==> config.mk <==
export PLATFORM = sky130hd
export DESIGN_NAME = thermal_zone_alert
export DESIGN_NICKNAME = d
export VERILOG_FILES = /design/src/rtl/tza_pkg.sv /design/src/rtl/tza_zone_enc.sv /design/src/rtl/tza_hyst_flag.sv /design/src/rtl/tza_alert_ctl.sv /design/src/rtl/thermal_zone_alert.sv
export SDC_FILE = /design/constraint.sdc
export NUM_CORES = 1
export LEC_CHECK = 0
export CAP_MARGIN = 15
export CORE_MARGIN = 4
export CORE_UTILIZATION = 47
export DETAILED_ROUTE_END_ITERATION = 12
export PLACE_DENSITY = 0.77
export SLEW_MARGIN = 20
export SYNTH_ARGS = -nofsm -noshare
export SYNTH_HDL_FRONTEND = slang
export SYNTH_SLANG_ARGS = --single-unit
==> constraint.sdc <==
create_clock -name clk -period 1.2 [get_ports clk]
set_input_delay 0.3 -clock clk [delete_from_list [all_inputs] [get_ports clk]]
set_output_delay 0.3 -clock clk [all_outputs]
set_load 0.005 [all_outputs]
==> src/rtl/tza_pkg.sv <==
package tza_pkg;
   localparam int ZONE_N = 8;

   typedef enum logic {
      SEL_STATUS = 1'b0,
      SEL_ZONE   = 1'b1
   } tza_sel_e;
endpackage

==> src/rtl/tza_zone_enc.sv <==
// Thermometer zone encoder: one comparator per zone bit, registered on the sample strobe.
module tza_zone_enc #(
   parameter int CODE_W = 8,
   parameter int ZONE_N = 8,
   parameter logic [ZONE_N*CODE_W-1:0] THR = '0
) (
   input  logic              clk,
   input  logic              rst_n,
   input  logic              upd,
   input  logic [CODE_W-1:0] code,
   output logic [ZONE_N-1:0] zone_nxt,
   output logic [ZONE_N-1:0] zone_q
);
   genvar g;
   for (g = 0; g < ZONE_N; g++) begin : g_cmp
      assign zone_nxt[g] = (code >= THR[g*CODE_W +: CODE_W]);
      if (g > 0) begin : g_ord
         if (THR[g*CODE_W +: CODE_W] <= THR[(g-1)*CODE_W +: CODE_W]) begin : g_bad
            $error("zone thresholds must strictly increase with bit index");
         end
      end
   end

   always_ff @(posedge clk or negedge rst_n) begin
      if (!rst_n) begin
         zone_q <= '0;
      end else if (upd) begin
         zone_q <= zone_nxt;
      end
   end
endmodule

==> src/rtl/tza_hyst_flag.sv <==
// Next-state logic for a flag that sets on the rise of one zone bit and clears on the fall of a lower one.
module tza_hyst_flag #(
   parameter int ZONE_N  = 8,
   parameter int SET_BIT = 6,
   parameter int CLR_BIT = 5
) (
   input  logic              upd,
   input  logic              flag_q,
   input  logic [ZONE_N-1:0] zone_old,
   input  logic [ZONE_N-1:0] zone_new,
   output logic              flag_nxt
);
   if (SET_BIT <= CLR_BIT || SET_BIT >= ZONE_N) begin : g_chk
      $error("set bit must sit above clear bit inside the zone register");
   end

   logic set_evt;
   logic clr_evt;

   always_comb begin
      set_evt  = upd & ~zone_old[SET_BIT] & zone_new[SET_BIT];
      clr_evt  = upd &  zone_old[CLR_BIT] & ~zone_new[CLR_BIT];
      flag_nxt = flag_q;
      if (clr_evt) begin
         flag_nxt = 1'b0;
      end else if (set_evt) begin
         flag_nxt = 1'b1;
      end
   end
endmodule

==> src/rtl/tza_alert_ctl.sv <==
// Active-low alert: asserted on any flag change, released by a status read; the change wins.
module tza_alert_ctl (
   input  logic clk,
   input  logic rst_n,
   input  logic chg,
   input  logic rd_clr,
   output logic alert_n
);
   always_ff @(posedge clk or negedge rst_n) begin
      if (!rst_n) begin
         alert_n <= 1'b1;
      end else if (chg) begin
         alert_n <= 1'b0;
      end else if (rd_clr) begin
         alert_n <= 1'b1;
      end
   end
endmodule

==> src/rtl/thermal_zone_alert.sv <==
module thermal_zone_alert #(
   parameter int CODE_W        = 8,
   parameter int DATA_W        = 8,
   parameter int WARN_SET_BIT  = 6,
   parameter int WARN_CLR_BIT  = 5,
   parameter int HOT_SET_BIT   = 7,
   parameter int HOT_CLR_BIT   = 6,
   parameter int STAT_WARN_POS = 1,
   parameter logic [tza_pkg::ZONE_N*CODE_W-1:0] ZONE_THR =
      {8'd150, 8'd149, 8'd148, 8'd120, 8'd100, 8'd80, 8'd60, 8'd40}
) (
   input  logic              clk,
   input  logic              rst_n,
   input  logic              temp_vld,
   input  logic [CODE_W-1:0] temp_code,
   input  logic              rd_stb,
   input  logic              rd_sel,
   output logic [DATA_W-1:0] rd_data,
   output logic              alert_n,
   output logic              hot_n
);
   import tza_pkg::*;

   localparam int ZN = ZONE_N;

   if (DATA_W < ZN) begin : g_dw_chk
      $error("read bus narrower than zone register");
   end
   if (STAT_WARN_POS >= DATA_W) begin : g_pos_chk
      $error("status warning position outside read bus");
   end

   logic [ZN-1:0]     zone_nxt;
   logic [ZN-1:0]     zone_q;
   logic              warn_q;
   logic              warn_nxt;
   logic              hot_q;
   logic              hot_nxt;
   logic              hot_n_q;
   logic              stat_rd;
   logic [DATA_W-1:0] stat_vec;
   logic [DATA_W-1:0] zone_vec;
   logic [DATA_W-1:0] rd_q;

   tza_zone_enc #(.CODE_W(CODE_W), .ZONE_N(ZN), .THR(ZONE_THR)) u_zone (
      .clk(clk), .rst_n(rst_n), .upd(temp_vld), .code(temp_code),
      .zone_nxt(zone_nxt), .zone_q(zone_q)
   );

   tza_hyst_flag #(.ZONE_N(ZN), .SET_BIT(WARN_SET_BIT), .CLR_BIT(WARN_CLR_BIT)) u_warn (
      .upd(temp_vld), .flag_q(warn_q), .zone_old(zone_q), .zone_new(zone_nxt),
      .flag_nxt(warn_nxt)
   );

   tza_hyst_flag #(.ZONE_N(ZN), .SET_BIT(HOT_SET_BIT), .CLR_BIT(HOT_CLR_BIT)) u_hot (
      .upd(temp_vld), .flag_q(hot_q), .zone_old(zone_q), .zone_new(zone_nxt),
      .flag_nxt(hot_nxt)
   );

   assign stat_rd = rd_stb & (tza_sel_e'(rd_sel) == SEL_STATUS);

   tza_alert_ctl u_alert (
      .clk(clk), .rst_n(rst_n), .chg(warn_nxt ^ warn_q), .rd_clr(stat_rd),
      .alert_n(alert_n)
   );

   always_ff @(posedge clk or negedge rst_n) begin
      if (!rst_n) begin
         warn_q  <= 1'b0;
         hot_n_q <= 1'b1;
      end else begin
         warn_q  <= warn_nxt;
         hot_n_q <= ~hot_nxt;
      end
   end

   assign hot_q = ~hot_n_q;
   assign hot_n = hot_n_q;

   genvar b;
   for (b = 0; b < DATA_W; b++) begin : g_rdv
      if (b == STAT_WARN_POS) begin : g_flag
         assign stat_vec[b] = warn_q;
      end else begin : g_zero
         assign stat_vec[b] = 1'b0;
      end
      if (b < ZN) begin : g_zb
         assign zone_vec[b] = zone_q[b];
      end else begin : g_zp
         assign zone_vec[b] = 1'b0;
      end
   end

   always_ff @(posedge clk or negedge rst_n) begin
      if (!rst_n) begin
         rd_q <= '0;
      end else if (rd_stb) begin
         rd_q <= (tza_sel_e'(rd_sel) == SEL_ZONE) ? zone_vec : stat_vec;
      end
   end

   assign rd_data = rd_q;
endmodule

Word-level counts from Yosys, hierarchy flattened
Cells that the tools add are included.
{"block": "totals", "in_bits": 13, "wordCells": 38, "register_bits": 19, "output_inout_bits": 10}
{"block": "op_classes", "muxes": 7, "bitwise_logic": 17, "n_reduce_logical": 1, "order_cmp": 8}
{"operator": ">= comparator 8 x 7 -> 1 bit, second input constant", "n": 3}
{"operator": ">= comparator 8 bit, second input constant", "n": 3}
{"operator": ">= comparator 8 x 6 -> 1 bit, second input constant", "n": 2}
{"operator": "bitwise AND 1 bit", "n": 9}
{"operator": "two-way mux 8 bit", "n": 1}
{"operator": "inverter 1 bit", "n": 7}
{"operator": "two-way mux 1 bit", "n": 6}
{"operator": "nonzero test 2 bit", "n": 1}
{"operator": "XOR 1 bit", "n": 1}

Logic depth before layout (Yosys ltp)
Gate-level depths: netlist (run 1).
{"block": "logic_depth", "word_depth": 7, "mapped_depth": 4, "ltp_nobuf": 3}

Hierarchy
From an unflattened synthesis (run 1), not the netlist that was laid out.
{"block": "hier_totals", "hier_cells": 93, "hier_area_um2": 900.9}
{"module": "thermal_zone_alert", "seq_area_each_um2": 251.5, "cells_per_inst": 41, "n_inst": 1, "area_per_inst_um2": 425.4}
{"module": "tza_zone_enc", "seq_area_each_um2": 200.2, "cells_per_inst": 44, "n_inst": 1, "area_per_inst_um2": 396.6}
{"module": "tza_hyst_flag", "seq_area_each_um2": 0.0, "cells_per_inst": 3, "n_inst": 2, "area_per_inst_um2": 21.3}
{"module": "tza_alert_ctl", "seq_area_each_um2": 26.3, "cells_per_inst": 2, "n_inst": 1, "area_per_inst_um2": 36.3}

Least setup slack after synthesis (run 1)
OpenSTA, ideal clock, no wires.
{"block": "synth_path", "kind": "input port to flip-flop", "start": "input temp_code[4]", "end": "register u_zone.zone_q[6]", "setup_time_ns": 0.125, "t_arrival_ns": 1.024, "stages": 4, "slack_ns": 0.051, "n_path_buf": 1, "required_time_ns": 1.075, "path_cell_list": "buf_6 > a211oi_4 > a21oi_2 > mux2_4"}
{"block": "synth_via", "elab_chain_cells": 1}
{"element": "start: declaration", "line_no": "thermal_zone_alert.sv:15", "text": "input logic [CODE_W-1:0] temp_code,"}
{"element": ">= comparator 8 bit", "line_no": "tza_zone_enc.sv:16", "text": "assign zone_nxt[g] = (code >= THR[g*CODE_W +: CODE_W]);"}
{"element": "end signal: assignment", "line_no": "tza_zone_enc.sv:28", "text": "zone_q <= zone_nxt;"}
{"element": "end: declaration", "line_no": "tza_zone_enc.sv:12", "text": "output logic [ZONE_N-1:0] zone_q"}
No other way between the ends.
A chain may end at the register's enable or synchronous reset.

Worst setup path after layout (run 1)
{"block": "layout_path", "start": "register u_alert.alert_n", "end": "output alert_n"}
{"element": "start: declaration", "line_no": "tza_alert_ctl.sv:7", "text": "output logic alert_n"}
{"element": "start signal: assignment", "line_no": "tza_alert_ctl.sv:11", "text": "alert_n <= 1'b1;"}
{"element": "start signal: assignment", "line_no": "tza_alert_ctl.sv:13", "text": "alert_n <= 1'b0;"}
{"element": "start signal: assignment", "line_no": "tza_alert_ctl.sv:15", "text": "alert_n <= 1'b1;"}
{"element": "end: declaration", "line_no": "thermal_zone_alert.sv:19", "text": "output logic alert_n,"}
No word-level cell between the ends.

==> impl_metrics.tcl, run 1 <==
set metrics [dict create \
    placed_cells 144 \
    r2r_slack_ns 0.24 \
    die_y_um 52.0 \
    rsz0062_at_grt "true" \
    cts_htree_levels 1 \
    hpwl_mm 1.55 \
    finalClockSkew_ns 0.0136 \
    seqPwrFrac 0.535 \
    io_buffers 22 \
    setup_viol 2 \
    internal_power_uw 1070 \
    antenna_cells 0 \
    final_core_util 0.719 \
    ys_warn_count 0 \
    status "finished, violations left" \
    drive_above_1_share 0.326 \
    cellPowerDensity_nw_per_um2 1150 \
    layout_worst_path_cycle_share 1.04 \
    layout_setup_ws_ns -0.0485 \
    vias_per_cell 5.25 \
    hold_path_class "primary input to async pin" \
    cp-start-kind "register" \
    gr-total-overflow 0 \
    synth_cells 91 \
    endpoint_kind "output pin" \
    grt_max_degree 20 \
    grt_pass1_wl_mm 3.49 \
    ys_seq_area_frac 0.525 \
    clkPwrFrac 0.211 \
    globalplace.congestion 0.805 \
    nFillCells 149 \
    chipWidth_um 52.0 \
    grt_use_total 0.174 \
    vdd_drop_max_v 0.000666 \
    cts_buffers 3 \
    tns_ns -0.0872 \
    first_pass_iters 6 \
    synth.distinct_cells 26 \
    required_ns 0.90 \
    worstReg2RegStart "u_zone.zone_q[6]" \
    drv_cap 0 \
    power_frac_comb 0.254 \
    fmax_ghz 0.801 \
    drv_slew 0 \
    root_buffer "clkbuf_4" \
    antenna_found_initial 0 \
    totalWireLength_mm 2.06 \
    worst_pin_slew_ns 0.291 \
    final_common_cell "buf_4" \
    max_stage_delay_ns 0.55 \
    crit_family "flip-flops" \
    dieArea_um2 2710 \
    slowest_stage "dfstp_2" \
    core.rowCount 15 \
    path_class "register to output pin" \
    ios 23 \
    r2r-end "u_alert.alert_n" \
    clk_latency_ns 0.29 \
    cp_max_fo 2 \
    crit_path_cell_trace "buf_2" \
    fin_nets 146 \
    cts_tree "built" \
    p_sw_uw 408 \
    switching_share 0.276 \
    synth-seq-cells 19 \
    synth_nets 104 \
    ant_nets 0 \
    core_area_um2 1780 \
    reg2reg_depth 2 \
    cts.sinks 19 \
    vias 825 \
    start_util 0.511 \
    clockBufferDepth 2 \
    wl_per_cell_um 13.1 \
    avgSynthCellArea_um2 10.0 \
    p_leak_uw 0.000613 \
    drtIter0Drc 20 \
    violations "setup timing" \
    relSlewSlack 0.803 \
    drc 0 \
    layout.cells.non_filler 157 \
    worstPathArrival_ns 0.95 \
    area_delta_synth_final_pct 40.8 \
    synthesis.area_um2 911 \
    crit_buf_inv 1 \
    multiInputGateArea_um2 359 \
    hold_violations 0 \
    clk_pin_slew_ns 0.11 \
    final_cell_mix "20 x buf_4, 17 x dfrtp_1, 11 x o21ai_0, 11 x inv_1, 9 x nand3_1" \
    seq_area_um2 478 \
    first_global_vias 795 \
    post-route-min-period_ns 1.25 \
]
worst register-to-register path: cells and delay by family (launching register included):
family	cells	cell delay, ns
flops	1	0.45
compound gates	2	0.46
synth_stat cells (all sizes together):
cell type  instances  share of area
dfrtp             17           0.47
inv               11          0.045
o21ai             11          0.060
nand3              9          0.049
nor2               8          0.033
a31oi              5          0.034
buf                5          0.034
a211oi             3          0.038
a21oi              3          0.021
nand2              3          0.012
a21o               2          0.016
dfstp              2          0.058
mux2               2          0.029
nand4              2          0.014
a2111o             1          0.012
clkbuf             1         0.0041
mux2i              1          0.011
o211a              1          0.011
o211ai             1          0.023
o22a               1         0.0096
o22ai              1         0.0069
o311ai             1         0.0096
final cells by class:
class                      count  area share
clock buffer                   3      0.0176
multi-input combinational     55       0.280
sequential                    19       0.373
timing repair buffer          43       0.269
inverter                      11      0.0322
clock inverter                 1     0.00390
tap                           25      0.0244
per-stage QoR:
step	total power, uW	instance area (um2)	hold slack (ns)	worst slack [ns]
2_1_floorplan	938	911	0.00441	0.0513
3_3_place_gp	1150	1230	0.489	-0.456
3_5_place_dp	1170	1230	0.500	-0.508
4_1_cts	1450	1260	0.342	-0.0555
5_1_grt	1570	1280	0.335	-0.0906
6_report	1480	1280	0.341	-0.0485
power by group through the flow:
stage	clock network [uW]	logic [uW]	registers, uW
2_1_floorplan	0	143	795
3_3_place_gp	0	353	798
3_5_place_dp	0	363	805
4_1_cts	317	349	789
5_1_grt	352	417	803
6_report	312	376	791
worst max-delay path by stage:
stage / start / to / slack (ns) / cells after the start
after floorplan: temp_code[4] / u_zone.zone_q[6] / 0.05 / 4
after global placement: temp_code[4] / u_alert.alert_n / -0.46 / 4
after CTS: u_alert.alert_n / alert_n / -0.06 / 1
final: u_alert.alert_n / alert_n / -0.05 / 1
after detailed placement: temp_code[4] / u_zone.zone_q[6] / -0.51 / 4
after global routing: u_alert.alert_n / alert_n / -0.09 / 1
repair_timing:
item,CTS,global route
cloned,0,0
endpoints found under the setup margin,17,11
hold endpoints to repair,0,0
setup buffers,3,6
hold buffers,0,0
pin swaps,1,0
gates resized for setup,33,12
state kept, by name, indices dropped and copies added, names as in the netlist:
signal,cells
rd_data,8
u_zone.zone_q,8
hot_n,1
u_alert.alert_n,1
warn_q,1
kinds of logic (layout without fill, tap and decap cells):
group                  Yosys count  after routing  synth area share
AOI/OAI and AO/OA               30             30             0.243
buffers and inverters           17             58            0.0838
DFF                             19             19             0.525
muxes                            3              3            0.0398
and+or+nand+nor                 22             22             0.109
per-layer routing:
layer  GRT usage  part of all wire  vias to the layer above
li1            -                 -                      407
met1       0.213              0.38                      380
met2       0.305              0.52                       36
met3      0.0201             0.086                        2
met4      0.0742            0.0092                        0
met5           0                 0                        -
No activity file was read; power rests on OpenSTA's default activity.
==> run 2, diff against run 1 <==
Settings changed: CORE_UTILIZATION 47 to 42, MAX_ROUTING_LAYER from default to met4, PLACE_DENSITY 0.77 to 0.73.
Clock period 1.2 ns to 1.1 ns, I/O delays scaled along.
==> impl_metrics.tcl, run 2 (same netlist as run 1, synthesis figures left out) <==
set metrics [dict create \
    max_stage_delay_ns 0.56 \
    chipWidth_um 54.6 \
    drtIter0Drc 18 \
    hold_buffers 0 \
    slowest_stage "dfstp_2" \
    drive_above_1_share 0.328 \
    vias 812 \
    first_global_vias 732 \
    totalWireLength_mm 2.00 \
    rsz0062_at_grt "true" \
    dieArea_um2 2980 \
    final_common_cell "buf_4" \
    grt_use_total 0.153 \
    gr-total-overflow 0 \
    start_util 0.455 \
    cts_htree_levels 1 \
    seqPwrFrac 0.528 \
    first_pass_iters 4 \
    p_sw_uw 439 \
    p_leak_uw 0.000612 \
    violations "setup timing" \
    setup_viol 2 \
    worstPathArrival_ns 0.95 \
    status "finished, violations left" \
    hold_path_class "primary input to async pin" \
    post-route-min-period_ns 1.22 \
    tns_ns -0.231 \
    required_ns 0.82 \
    vdd_drop_max_v 0.000637 \
    internal_power_uw 1200 \
    switching_share 0.269 \
    top_layer_used "met4" \
    relSlewSlack 0.796 \
    vias_per_cell 5.04 \
    wl_met2_um 939 \
    final_cell_mix "21 x buf_4, 17 x dfrtp_1, 11 x inv_1, 10 x o21ai_0, 9 x nand3_1" \
    drv_cap 0 \
    m1WireLength_um 911 \
    layout.cells.non_filler 161 \
    power_frac_comb 0.263 \
    hpwl_mm 1.51 \
    cp_max_fo 2 \
    root_buffer "clkbuf_4" \
    cts.sinks 19 \
    clk_latency_ns 0.29 \
    ant_nets 0 \
    cts_buffers 3 \
    clkPwrFrac 0.209 \
    placed_cells 149 \
    drc 0 \
    wl_met3_um 123 \
    area_delta_synth_final_pct 43.5 \
    place_ws_ns -0.596 \
    grt_max_degree 20 \
    core_area_um2 2000 \
    cp-start-kind "register" \
    grt_pass1_wl_mm 3.17 \
    clockBufferDepth 2 \
    worst_pin_slew_ns 0.301 \
    path_class "register to output pin" \
    antenna_cells 0 \
    die_y_um 54.6 \
    cellPowerDensity_nw_per_um2 1250 \
    final_core_util 0.653 \
    finalClockSkew_ns 0.00954 \
    crit_family "flip-flops" \
    io_buffers 22 \
    cts_tree "built" \
    fmax_ghz 0.817 \
    antenna_found_initial 0 \
    ios 23 \
    endpoint_kind "output pin" \
    layout_setup_ws_ns -0.124 \
    globalplace.congestion 0.858 \
    clk_pin_slew_ns 0.11 \
    crit_buf_inv 1 \
    fin_nets 148 \
    drv_slew 0 \
    layout_worst_path_cycle_share 1.11 \
    hold_violations 0 \
    wl_per_cell_um 12.4 \
    core.rowCount 16 \
    whs_ns 0.309 \
    crit_path_cell_trace "buf_6" \
]
[run 2: power by group through the flow]
stage | combinational [uW] | clock (uW) | sequential [uW]
after floorplan | 156 | 0 | 867
after global placement | 399 | 0 | 871
after detailed placement | 409 | 0 | 874
after CTS | 392 | 346 | 856
after global routing | 473 | 391 | 874
final | 430 | 342 | 863
[run 2: path summary, 6_finish.rpt]
check	from	end	slack [ns]	cells past startpoint
max in group asynchronous	rst_n	u_alert.alert_n	0.58	2
min	rst_n	rd_data[7]	0.31	2
max reg2reg	u_zone.zone_q[6]	u_alert.alert_n	0.12	2
max	hot_n	hot_n	-0.12	1
min reg2reg	rd_data[7]	rd_data[7]	0.53	2
min in group clk	temp_code[7]	u_zone.zone_q[0]	0.48	3
[run 2: metal layers]
metal | vias to the layer above | global-route usage
met1 | 376 | 0.191
met4 | 0 | 0.0747
met5 | - | -
met2 | 23 | 0.241
li1 | 411 | -
met3 | 2 | 0.0245
[run 2: timing repair]
action / in CTS / in global routing
setup endpoints to repair: 21 / 11
cloned: 0 / 0
resized for setup: 51 / 3
pin swaps: 1 / 0
setup buffers: 5 / 3
[run 2: per-stage QoR]
stage	cell area, um2	power (uW)
global route	1310	1740
CTS	1270	1590
finish	1310	1640
global placement	1270	1270
floorplan	911	1020
detailed placement	1270	1280
[run 2: layout make-up]
class	instances	area (um2)
Fill cell	172	694
Sequential cell	19	478
Timing Repair Buffer	45	372
Multi-Input combinational cell	55	357
Inverter	11	41.3
Tap cell	27	33.8
Clock buffer	4	26.3
==> run 3, diff against run 2 <==
Settings changed: CORE_UTILIZATION 42 to 47, PLACE_DENSITY 0.73 to 0.77.
Clock period 1.1 ns to 1.4 ns, I/O delays scaled along.
==> impl_metrics.tcl, run 3 (same netlist as run 1, synthesis figures left out) <==
set metrics [dict create \
    seqPwrFrac 0.542 \
    hold_buffers 0 \
    antenna_found_initial 0 \
    dieArea_um2 2710 \
    drive_above_1_share 0.248 \
    core.rowCount 15 \
    fin_nets 143 \
    wl_met2_mm 1.03 \
    cellPowerDensity_nw_per_um2 980 \
    gr-total-overflow 0 \
    clk_pin_slew_ns 0.11 \
    drv_slew 0 \
    internal_power_uw 904 \
    m1WireLength_um 844 \
    status "finished, final reports clean" \
    clkPwrFrac 0.220 \
    p_sw_uw 347 \
    place_ws_ns -0.376 \
    relSlewSlack 0.801 \
    vias_per_cell 5.28 \
    clk_latency_ns 0.30 \
    hold_violations 0 \
    crit_path_cell_trace "clkdlybuf4s50_1 > a211oi_4 > a21oi_2 > mux2_4" \
    chipWidth_um 52.0 \
    grt_max_degree 20 \
    endpoint_kind "register" \
    hpwl_mm 1.53 \
    grt_pass1_wl_mm 3.21 \
    cts_htree_levels 1 \
    start_util 0.511 \
    switching_share 0.277 \
    hold_path_class "primary input to async pin" \
    clockBufferDepth 2 \
    drtIter0Drc 15 \
    whs_ns 0.364 \
    setup_viol 0 \
    ant_nets 0 \
    wl_met3_um 87 \
    final_core_util 0.716 \
    slowest_stage "clkdlybuf4s50_1" \
    root_buffer "clkbuf_4" \
    finalClockSkew_ns 0.00854 \
    core_area_um2 1780 \
    first_global_vias 811 \
    wl_per_cell_um 12.9 \
    final_common_cell "buf_4" \
    area_delta_synth_final_pct 40.1 \
    globalplace.congestion 0.854 \
    drv_cap 0 \
    worstPathArrival_ns 1.54 \
    ios 23 \
    grt_use_total 0.166 \
    totalWireLength_mm 1.99 \
    tns_ns 0 \
    rsz0062_at_grt "false" \
    max_stage_delay_ns 0.53 \
    layout_worst_path_cycle_share 0.958 \
    top_layer_used "met4" \
    fmax_ghz 0.745 \
    drc 0 \
    final_cell_mix "18 x buf_4, 17 x dfrtp_1, 11 x o21ai_0, 11 x inv_1, 11 x clkdlybuf4s50_1" \
    cts_buffers 3 \
    cp-start-kind "primary input" \
    cp_max_fo 6 \
    layout_setup_ws_ns 0.0582 \
    antenna_cells 0 \
    post-route-min-period_ns 1.34 \
    p_leak_uw 0.000591 \
    die_y_um 52.0 \
    io_buffers 22 \
    power_frac_comb 0.238 \
    cts.sinks 19 \
    worst_pin_slew_ns 0.299 \
    first_pass_iters 4 \
    path_class "primary input to register" \
    cts_tree "built" \
    vias 813 \
    vdd_drop_max_v 0.000610 \
    required_ns 1.60 \
]
## run 3: changes by cell type in the layout (fill, tap and decap cells not counted), moves of 2 or more
cell / before / now
buf_12: 2 / 0
clkdlybuf4s50_1: 3 / 11
buf_2: 8 / 1
buf_6: 2 / 0
buf_4: 21 / 18
## run 3: final cells by class
class / instances / area [um2]
repair buffers: 40 / 338
clock inverters: 1 / 5.00
multi-input cells: 55 / 360
clock buffers: 3 / 22.5
inverters: 11 / 41.3
flip-flops and latches: 19 / 478
fillers: 144 / 507
well taps: 25 / 31.3
## run 3: worst paths after layout
path | start | endpoint | slack (ns) | cells past startpoint
worst max-delay path | temp_code[6] | u_zone.zone_q[6] | 0.06 | 4
worst min-delay path | rst_n | rd_data[7] | 0.36 | 2
worst max register to register | u_zone.zone_q[6] | u_alert.alert_n | 0.43 | 2
worst min register to register | hot_n | hot_n | 0.49 | 2
max in group asynchronous | rst_n | u_alert.alert_n | 0.78 | 2
min in group clk | hot_n | hot_n | 0.49 | 2
## run 3: per-layer routing
metal,up-vias,global-route usage
met2,24,0.285
li1,400,-
met5,-,-
met3,2,0.0115
met1,387,0.189
met4,0,0.100
## run 3: worst max-delay path: cells and delay by family
kind	cells	cell delay, ns
compound gates	2	0.40
buf+inv	1	0.53
mux	1	0.26
## run 3: repair_timing
action	4_1_cts	5_1_grt
pin swaps	0	1
setup endpoints to repair	11	5
gates resized for setup	15	3
buffers inserted	5	0
## run 3: per-stage QoR
step | cells | instance area, um2 | total power, uW
after global placement | 145 | 1220 | 985
final | 154 | 1280 | 1250
after detailed placement | 145 | 1220 | 995
after floorplan | 91 | 911 | 804
after CTS | 154 | 1270 | 1260
after global routing | 154 | 1280 | 1330
## run 3: power groups by stage
stage | sequential (uW) | clock [uW] | combinational (uW)
finish | 677 | 276 | 298
global route | 688 | 314 | 328
CTS | 675 | 281 | 303
detailed placement | 690 | 0 | 305
global placement | 685 | 0 | 300
floorplan | 681 | 0 | 123
